**config.mk**
```make
export PLATFORM = sky130hd
export DESIGN_NAME = cipher_mode_guard
export DESIGN_NICKNAME = d
export VERILOG_FILES = /design/src/rtl/cipher_mode_guard.sv
export SDC_FILE = /design/constraint.sdc
export NUM_CORES = 1
export LEC_CHECK = 0
export ABC_AREA = 1
export BUFFER_PORTS_ARGS = -buffer_cell sky130_fd_sc_hd__buf_2
export CAP_MARGIN = 20
export CORE_MARGIN = 2
export CORE_UTILIZATION = 39
export DETAILED_ROUTE_END_ITERATION = 10
export GPL_ROUTABILITY_DRIVEN = 1
export MAX_ROUTING_LAYER = met4
export PLACE_DENSITY = 0.83
export SETUP_SLACK_MARGIN = 0.5
export SYNTH_ARGS = -nofsm -noshare
export SYNTH_HDL_FRONTEND = slang
export SYNTH_SLANG_ARGS = --single-unit
```
**constraint.sdc**
```tcl
create_clock -name clk -period 1.6 [get_ports clk]
set_input_delay 0.32 -clock clk [delete_from_list [all_inputs] [get_ports clk]]
set_output_delay 0.32 -clock clk [all_outputs]
set_load 0.005 [all_outputs]
```
**src/rtl/cipher_mode_guard.sv**
```systemverilog
`timescale 1ns/1ps
module cipher_mode_guard #(
  parameter int ICV_W = 32,
  parameter int KEY_BYTES = 16,
  localparam int KW = $clog2(KEY_BYTES + 1)
) (
  input  logic             clk,
  input  logic             rst_n,
  input  logic             mode_we,
  input  logic [1:0]       mode_alg,
  input  logic             mode_init,
  input  logic             mode_final,
  input  logic             mode_icv_cmp,
  input  logic             mode_edge,
  input  logic             mode_gsm,
  input  logic             ksz_we,
  input  logic [KW-1:0]    ksz_wdata,
  input  logic             reinit,
  input  logic             start,
  input  logic             icv_valid,
  input  logic [ICV_W-1:0] icv_calc,
  input  logic [ICV_W-1:0] icv_exp,
  input  logic             err_clr,
  output logic [KW-1:0]    key_size,
  output logic             job_go,
  output logic             job_init,
  output logic             job_final,
  output logic             err_irq,
  output logic [3:0]       err_cause
);

  localparam logic [KW-1:0] KEY_MAX = KW'(KEY_BYTES);

  logic [1:0] alg_q;
  logic       init_q, final_q, cmp_q, edge_q, gsm_q;

  always_ff @(posedge clk) begin
    if (!rst_n) begin
      alg_q   <= 2'b00;
      init_q  <= 1'b0;
      final_q <= 1'b0;
      cmp_q   <= 1'b0;
      edge_q  <= 1'b0;
      gsm_q   <= 1'b0;
    end else if (mode_we) begin
      alg_q   <= mode_alg;
      init_q  <= mode_init;
      final_q <= mode_final;
      cmp_q   <= mode_icv_cmp;
      edge_q  <= mode_edge;
      gsm_q   <= mode_gsm;
    end
  end

  always_ff @(posedge clk) begin
    if (!rst_n || reinit)
      key_size <= '0;
    else if (ksz_we && ksz_wdata <= KEY_MAX)
      key_size <= ksz_wdata;
  end

  wire alg_rsv  = alg_q[0];
  wire is_integ = (alg_q == 2'b10);
  wire bad_key  = !alg_rsv && (key_size != KEY_MAX);
  wire conflict = edge_q && gsm_q;
  wire legal    = !alg_rsv && !bad_key && !conflict;

  wire [3:0] raise = {icv_valid && cmp_q && is_integ && (icv_calc != icv_exp),
                      start && conflict,
                      start && alg_rsv,
                      start && bad_key};
  wire [3:0] cause_d = (err_clr ? 4'b0000 : err_cause) | raise;

  always_ff @(posedge clk) begin
    if (!rst_n) begin
      err_cause <= 4'b0000;
      err_irq   <= 1'b0;
      job_go    <= 1'b0;
      job_init  <= 1'b0;
      job_final <= 1'b0;
    end else begin
      err_cause <= cause_d;
      err_irq   <= |cause_d;
      job_go    <= start && legal;
      job_init  <= start && legal && init_q;
      job_final <= start && legal && final_q && is_integ;
    end
  end

  AST_KEY_CAP: assert property (@(posedge clk) disable iff (!rst_n)
    key_size <= KEY_MAX);
  AST_REINIT_CLEARS: assert property (@(posedge clk) disable iff (!rst_n)
    reinit |=> key_size == '0);
  AST_BADKEY_BLOCKS: assert property (@(posedge clk) disable iff (!rst_n)
    (start && key_size != KEY_MAX) |=> !job_go);
  AST_RSV_BLOCKS: assert property (@(posedge clk) disable iff (!rst_n)
    (start && alg_q[0]) |=> (!job_go && err_cause[1]));
  AST_CONFLICT_BLOCKS: assert property (@(posedge clk) disable iff (!rst_n)
    (start && edge_q && gsm_q) |=> !job_go);
  AST_ICV_GATED: assert property (@(posedge clk) disable iff (!rst_n)
    (icv_valid && alg_q != 2'b10 && !err_clr) |=> err_cause[3] == $past(err_cause[3]));
  AST_CAUSE_STICKY: assert property (@(posedge clk) disable iff (!rst_n)
    !err_clr |=> (err_cause & $past(err_cause)) == $past(err_cause));
  AST_FINAL_WITH_GO: assert property (@(posedge clk) disable iff (!rst_n)
    job_final |-> job_go);
  AST_INIT_WITH_GO: assert property (@(posedge clk) disable iff (!rst_n)
    job_init |-> job_go);

endmodule

```
==> results of run 1 <==
-- worst register-to-register path, cell delays in order (launching register included) --
cell	delay, ns
dfxtp_2	0.35
nor2_1	0.11
nand3_1	0.11
nor2_1	0.09
and3_1	0.16
nand2_1	0.08
nor4_1	0.15
-- Yosys cell counts, drive strengths merged --
| cell | n | area [um^2] |
|---|---|---|
| o21ai | 13 | 76.3 |
| a31oi | 1 | 6.26 |
| a21oi | 11 | 55.1 |
| nor4 | 1 | 6.26 |
| nor2 | 27 | 101 |
| buf | 1 | 5.00 |
| nand2 | 57 | 221 |
| clkbuf | 1 | 3.75 |
| nand3 | 3 | 15.0 |
| a22oi | 1 | 7.51 |
| dfxtp | 20 | 400 |
| xnor2 | 23 | 201 |
| inv | 30 | 113 |
| nor3 | 1 | 5.00 |
| or3 | 1 | 11.3 |
| and3 | 1 | 6.26 |
-- routing by layer --
layer | part of all wire | GRT usage
met3 | 0.12 | 0.0303
met4 | 0.016 | 0.0730
met5 | 0 | -
met1 | 0.37 | 0.168
met2 | 0.50 | 0.301
-- path summary, 6_finish.rpt --
| kind | to | slack (ns) | start |
|---|---|---|---|
| max reg2reg | job_final | 0.46 | key_size[0] |
| min | edge_q | 0.23 | mode_edge |
| min reg2reg | job_init | 0.44 | init_q |
| max | key_size[4] | 0.45 | ksz_wdata[0] |
-- kinds of logic after synthesis --
kind of cell,count (synthesis)
buffers and inverters,32
flip-flops,20
AND/OR/NAND/NOR,91
AO/OA/AOI/OAI,26
XOR/XNOR,23
-- metrics by stage --
step | power, W | cells
after CTS | 0.00107 | 333
after global routing | 0.00116 | 335
after detailed placement | 0.000843 | 330
after global placement | 0.000836 | 330
final | 0.00109 | 335
after floorplan | 0.000693 | 192
-- state kept, by name, indices dropped and copies added (netlist names) --
name and cells:
key_size 5, err_cause 4, alg_q 2, cmp_q 1
edge_q 1, err_irq 1, final_q 1, gsm_q 1
init_q 1, job_final 1, job_go 1, job_init 1
-- cell type report --
cell class | instances | area [um^2] | share of cell area
clock buffers | 3 | 22.5 | 0.0121
inverters | 30 | 113 | 0.0603
multi-input cells | 140 | 752 | 0.403
flip-flops and latches | 20 | 412 | 0.220
well taps | 44 | 55.1 | 0.0295
repair buffers | 98 | 514 | 0.275
-- where the power goes --
| group | total (W) | leakage (nW) | internal (W) | switching (W) |
|---|---|---|---|---|
| Clock | 0.000235 | 0.0138 | 0.0000881 | 0.000147 |
| Sequential | 0.000536 | 0.168 | 0.000523 | 0.0000127 |
| Combinational | 0.000320 | 0.843 | 0.000174 | 0.000146 |
| Total | 0.00109 | 1.03 | 0.000785 | 0.000305 |
-- what timing repair did --
item | in CTS | in global routing
setup endpoints to repair | 6 | 16
pin swaps | 0 | 7
hold buffers | 0 | 0
buffers inserted | 0 | 2
gates resized for setup | 5 | 16
==> results.json, run 1 <==
{
  "outcome": "finished, final reports clean",
  "grt_overflow_total": 0,
  "clk_path_buf_depth": 2,
  "dp_hpwl_um": 2530,
  "die_y_um": 60.3,
  "synth_cells": 192,
  "antenna_found_initial": 0,
  "leakagePower_nw": 1.03,
  "dp_worst_setup_slack_ns": 0.199,
  "cp.depth": 6,
  "drt_pass1_iterations": 4,
  "worstMarginPinSlew_ns": 0.563,
  "detail-route-antenna-nets": 0,
  "core_area_um2": 3030,
  "clk_latency_ns": 0.31,
  "cp.arrival_ns": 1.36,
  "crit_family": "simple AND/OR/NAND/NOR gates",
  "htree_levels": 1,
  "critPathRequiredTime_ns": 1.81,
  "final_util": 0.617,
  "die-area_um2": 3630,
  "setup_slack_ns": 0.452,
  "grt_pass1_vias": 1217,
  "fill_cells": 319,
  "diodes": 0,
  "layout_common_cells": "93 x buf_2, 56 x nand2_1, 30 x inv_1",
  "hold_ws_ns": 0.233,
  "io_pins": 97,
  "slowest_delay_ns": 0.39,
  "start_util": 0.408,
  "clock.fmax_ghz": 0.871,
  "path_cells": "buf_6, or3_4, o21ai_4, nand2_4, o21ai_2, nor2_1",
  "design_area_um2": 1870,
  "synth_xor_area_frac": 0.163,
  "grt_max_degree": 13,
  "min_period_ns": 1.15,
  "gp_congestion": 0.719,
  "final_hold_viol_count": 0,
  "syn_area_um2": 1230,
  "cp_slowest_cell": "or3_4",
  "place_area_um2": 1760,
  "syn_nets": 276,
  "cp-start-kind": "primary input",
  "drt-vias-per-instance": 4.47,
  "clock_skew_ns": 0.00464,
  "drc": 0,
  "port_buffers": 96,
  "drt_wl_total_um": 3210,
  "cp-end-kind": "flip-flop",
  "synth.area.mux_share": 0,
  "hold_depth": 3,
  "critPathMaxFanout": 6,
  "layout_commonest_cell": "buf_2",
  "setup_viol": 0,
  "finalCritPeriodShare": 0.717,
  "cts_tree": "built",
  "grt_pass1_wl_um": 4440,
  "syn2layout_area_growth_pct": 51.3,
  "synth_simple_gate_area_frac": 0.297,
  "drive_gt1_frac": 0.419,
  "ys_warn_count": 0,
  "irDropWorstVdd_v": 0.000407,
  "path_buf_inv": 1,
  "grt_usage": 0.164,
  "numCtsBuffers": 3,
  "synth-compound-area-share": 0.118,
  "fin_nets": 377,
  "yosysSeqAreaShare": 0.324,
  "cap_violations": 0,
  "finalSetupTns_ns": 0,
  "ys_types": 19,
  "hp-class": "in -> reg",
  "powerDensity_nw_per_um2": 584,
  "row_count": 20,
  "syn_area_per_cell_um2": 6.43,
  "numClockSinks": 20,
  "drtIter0Drc": 47,
  "relSlewSlack": 0.623,
  "ys_ff_latch": 20,
  "path_clk_slew_ns": 0.10,
  "rsz0062_at_grt": "yes",
  "wl_per_cell_um": 9.57,
  "r2r_cells": 6,
  "synth_top_family_by_area": "simple AND/OR/NAND/NOR gates",
  "slew_viol_final": 0,
  "cts-root-buf": "clkbuf_4",
  "vias": 1499,
  "fp.dieW_um": 60.3,
  "synth_fa_ha_area_frac": 0,
  "crit_type": "in -> reg"
}
Note: power is estimated with default switching activity, not from simulation.
==> run 2, diff against run 1 <==
==> constraint.sdc (replaced) <==
create_clock -name clk -period 1.1 [get_ports clk]
set_input_delay 0.22 -clock clk [delete_from_list [all_inputs] [get_ports clk]]
set_output_delay 0.22 -clock clk [all_outputs]
set_load 0.005 [all_outputs]
==> run 2 against run 1 <==
Net effect:
- clock power increased by 41%
- setup slack got worse by 0.44 ns
- core utilization increased by 8.7 points
- non-clock buffer count increased by 6
- sequential share of layout area decreased by 2.4 points
- first-iteration DRC count increased by 11%
- total power increased by 54%
- cell count increased by 1.8%
- cell area increased by 14%
- die area unchanged
- critical path type is now reg -> out
- critical endpoint is now key_size[0]
==> results.json, run 2 (synthesis results as in run 1) <==
{
  "outcome": "finished, final reports clean",
  "numCtsBuffers": 3,
  "cts-root-buf": "clkbuf_4",
  "cap_violations": 0,
  "vias": 1526,
  "slew_viol_final": 0,
  "clock.fmax_ghz": 0.921,
  "finalSetupTns_ns": 0,
  "io_pins": 97,
  "wl_per_cell_um": 10.3,
  "largest-register": "key_size",
  "grt_overflow_total": 0,
  "clk_latency_ns": 0.29,
  "critPathMaxFanout": 2,
  "grt_max_degree": 13,
  "critPathRequiredTime_ns": 0.88,
  "rsz0062_at_grt": "yes",
  "fin_nets": 383,
  "setup_viol": 0,
  "gp_congestion": 0.765,
  "irDropWorstVdd_v": 0.000810,
  "leakagePower_nw": 1.14,
  "holdPathEnd": "gsm_q",
  "antenna_found_initial": 0,
  "r2r_end": "job_final",
  "drive_gt1_frac": 0.532,
  "multiInputGateArea_um2": 868,
  "layout_common_cells": "80 x buf_2, 54 x nand2_1, 25 x inv_1, 25 x nor2_1, 18 x buf_6",
  "syn2layout_area_growth_pct": 72.6,
  "cp_slowest_cell": "dfxtp_2",
  "htree_levels": 1,
  "drt-vias-per-instance": 4.48,
  "dp_hpwl_um": 2610,
  "start_util": 0.408,
  "crit_family": "flip-flops",
  "largest_register_ffs": 5,
  "numClockSinks": 20,
  "worstMarginPinSlew_ns": 0.535,
  "fill_cells": 239,
  "path_cells": "buf_4, buf_6",
  "cp-start-kind": "flip-flop",
  "cp-end-kind": "primary output",
  "path_buf_inv": 2,
  "grt_pass1_wl_um": 5130,
  "detail-route-antenna-nets": 0,
  "r2r_slack_ns": 0.04,
  "clk_path_buf_depth": 2,
  "drc": 0,
  "holdCritStartpoint": "mode_gsm",
  "hold_ws_ns": 0.148,
  "die_y_um": 60.3,
  "grt_usage": 0.187,
  "relSlewSlack": 0.642,
  "slowest_delay_ns": 0.34,
  "r2r-start": "key_size[0]",
  "path_clk_slew_ns": 0.11,
  "grt_pass1_vias": 1313,
  "finalCritPeriodShare": 0.987,
  "powerDensity_nw_per_um2": 790,
  "reg_top3": "key_size (5), err_cause (4), alg_q (2)",
  "cts_tree": "built",
  "hp-class": "in -> reg",
  "drt_pass1_iterations": 4,
  "hold_depth": 3,
  "die-area_um2": 3630,
  "row_count": 20,
  "r2r_cells": 6,
  "port_buffers": 96,
  "crit_type": "reg -> out",
  "cp.arrival_ns": 0.87,
  "clock_skew_ns": 0.00649,
  "final_hold_viol_count": 0,
  "register_area_um2": 418,
  "min_period_ns": 1.09,
  "drt_wl_total_um": 3520,
  "core_area_um2": 3030,
  "drtIter0Drc": 52,
  "diodes": 0,
  "layout_commonest_cell": "buf_2",
  "fp.dieW_um": 60.3
}
## run 2: power breakdown
group	internal [W]	total, W	switching, W
clock	0.000127	0.000332	0.000204
sequential	0.000764	0.000786	0.0000227
combinational	0.000319	0.000567	0.000247
total	0.00121	0.00168	0.000474
## run 2: layer usage
metal,vias up,routed length [um],GRT usage,share of wire
met2,59,1850,0.362,0.52
met1,664,1300,0.199,0.37
met3,4,350,0.0260,0.099
met5,-,0,-,0
met4,0,24,0.0381,0.0068
li1,799,-,-,-
## run 2: area by class of cell
cell class                 instances  area share
tap                               44      0.0258
inverter                          30      0.0563
multi-input combinational        140       0.407
timing repair buffer             104       0.304
sequential                        20       0.196
clock buffer                       3      0.0106
## run 2: timing repair
action                     CTS  global route
hold buffers                 0             0
pin swaps                   21            13
setup endpoints to repair   29            32
buffers inserted             2             0
gates resized for setup     38            23
## run 2: worst reg2reg max path, stage by stage (launching register included)
cell and delay, ns:
dfxtp_2 0.34, nor2_2 0.12, nand3_2 0.09, nor2_1 0.08, and3_1 0.17, nand2_2 0.07, nor4_2 0.11
## run 2: worst max-delay path by stage
| stage | endpoint | slack [ns] | cells after the start | from |
|---|---|---|---|---|
| floorplan | key_size[1] | -0.03 | 5 | ksz_wdata[2] |
| global placement | key_size[2] | -0.14 | 6 | ksz_wdata[2] |
| detailed placement | key_size[0] | -0.19 | 6 | ksz_wdata[2] |
| CTS | err_irq | -0.02 | 6 | key_size[0] |
| global route | job_final | -0.11 | 6 | key_size[0] |
| finish | key_size[0] | 0.01 | 2 | key_size[0] |
## run 2: per-stage QoR
stage / cell area, um^2 / cells / setup WS (ns) / util / power, W
2_1_floorplan: 1290 / 192 / -0.0323 / - / 0.00103
3_3_place_gp: 1850 / 336 / -0.144 / 0.610 / 0.00126
3_5_place_dp: 1850 / 336 / -0.187 / 0.610 / 0.00126
4_1_cts: 2020 / 341 / -0.0210 / 0.668 / 0.00164
5_1_grt: 2130 / 341 / -0.106 / 0.704 / 0.00179
6_report: 2130 / 341 / 0.0144 / 0.704 / 0.00168
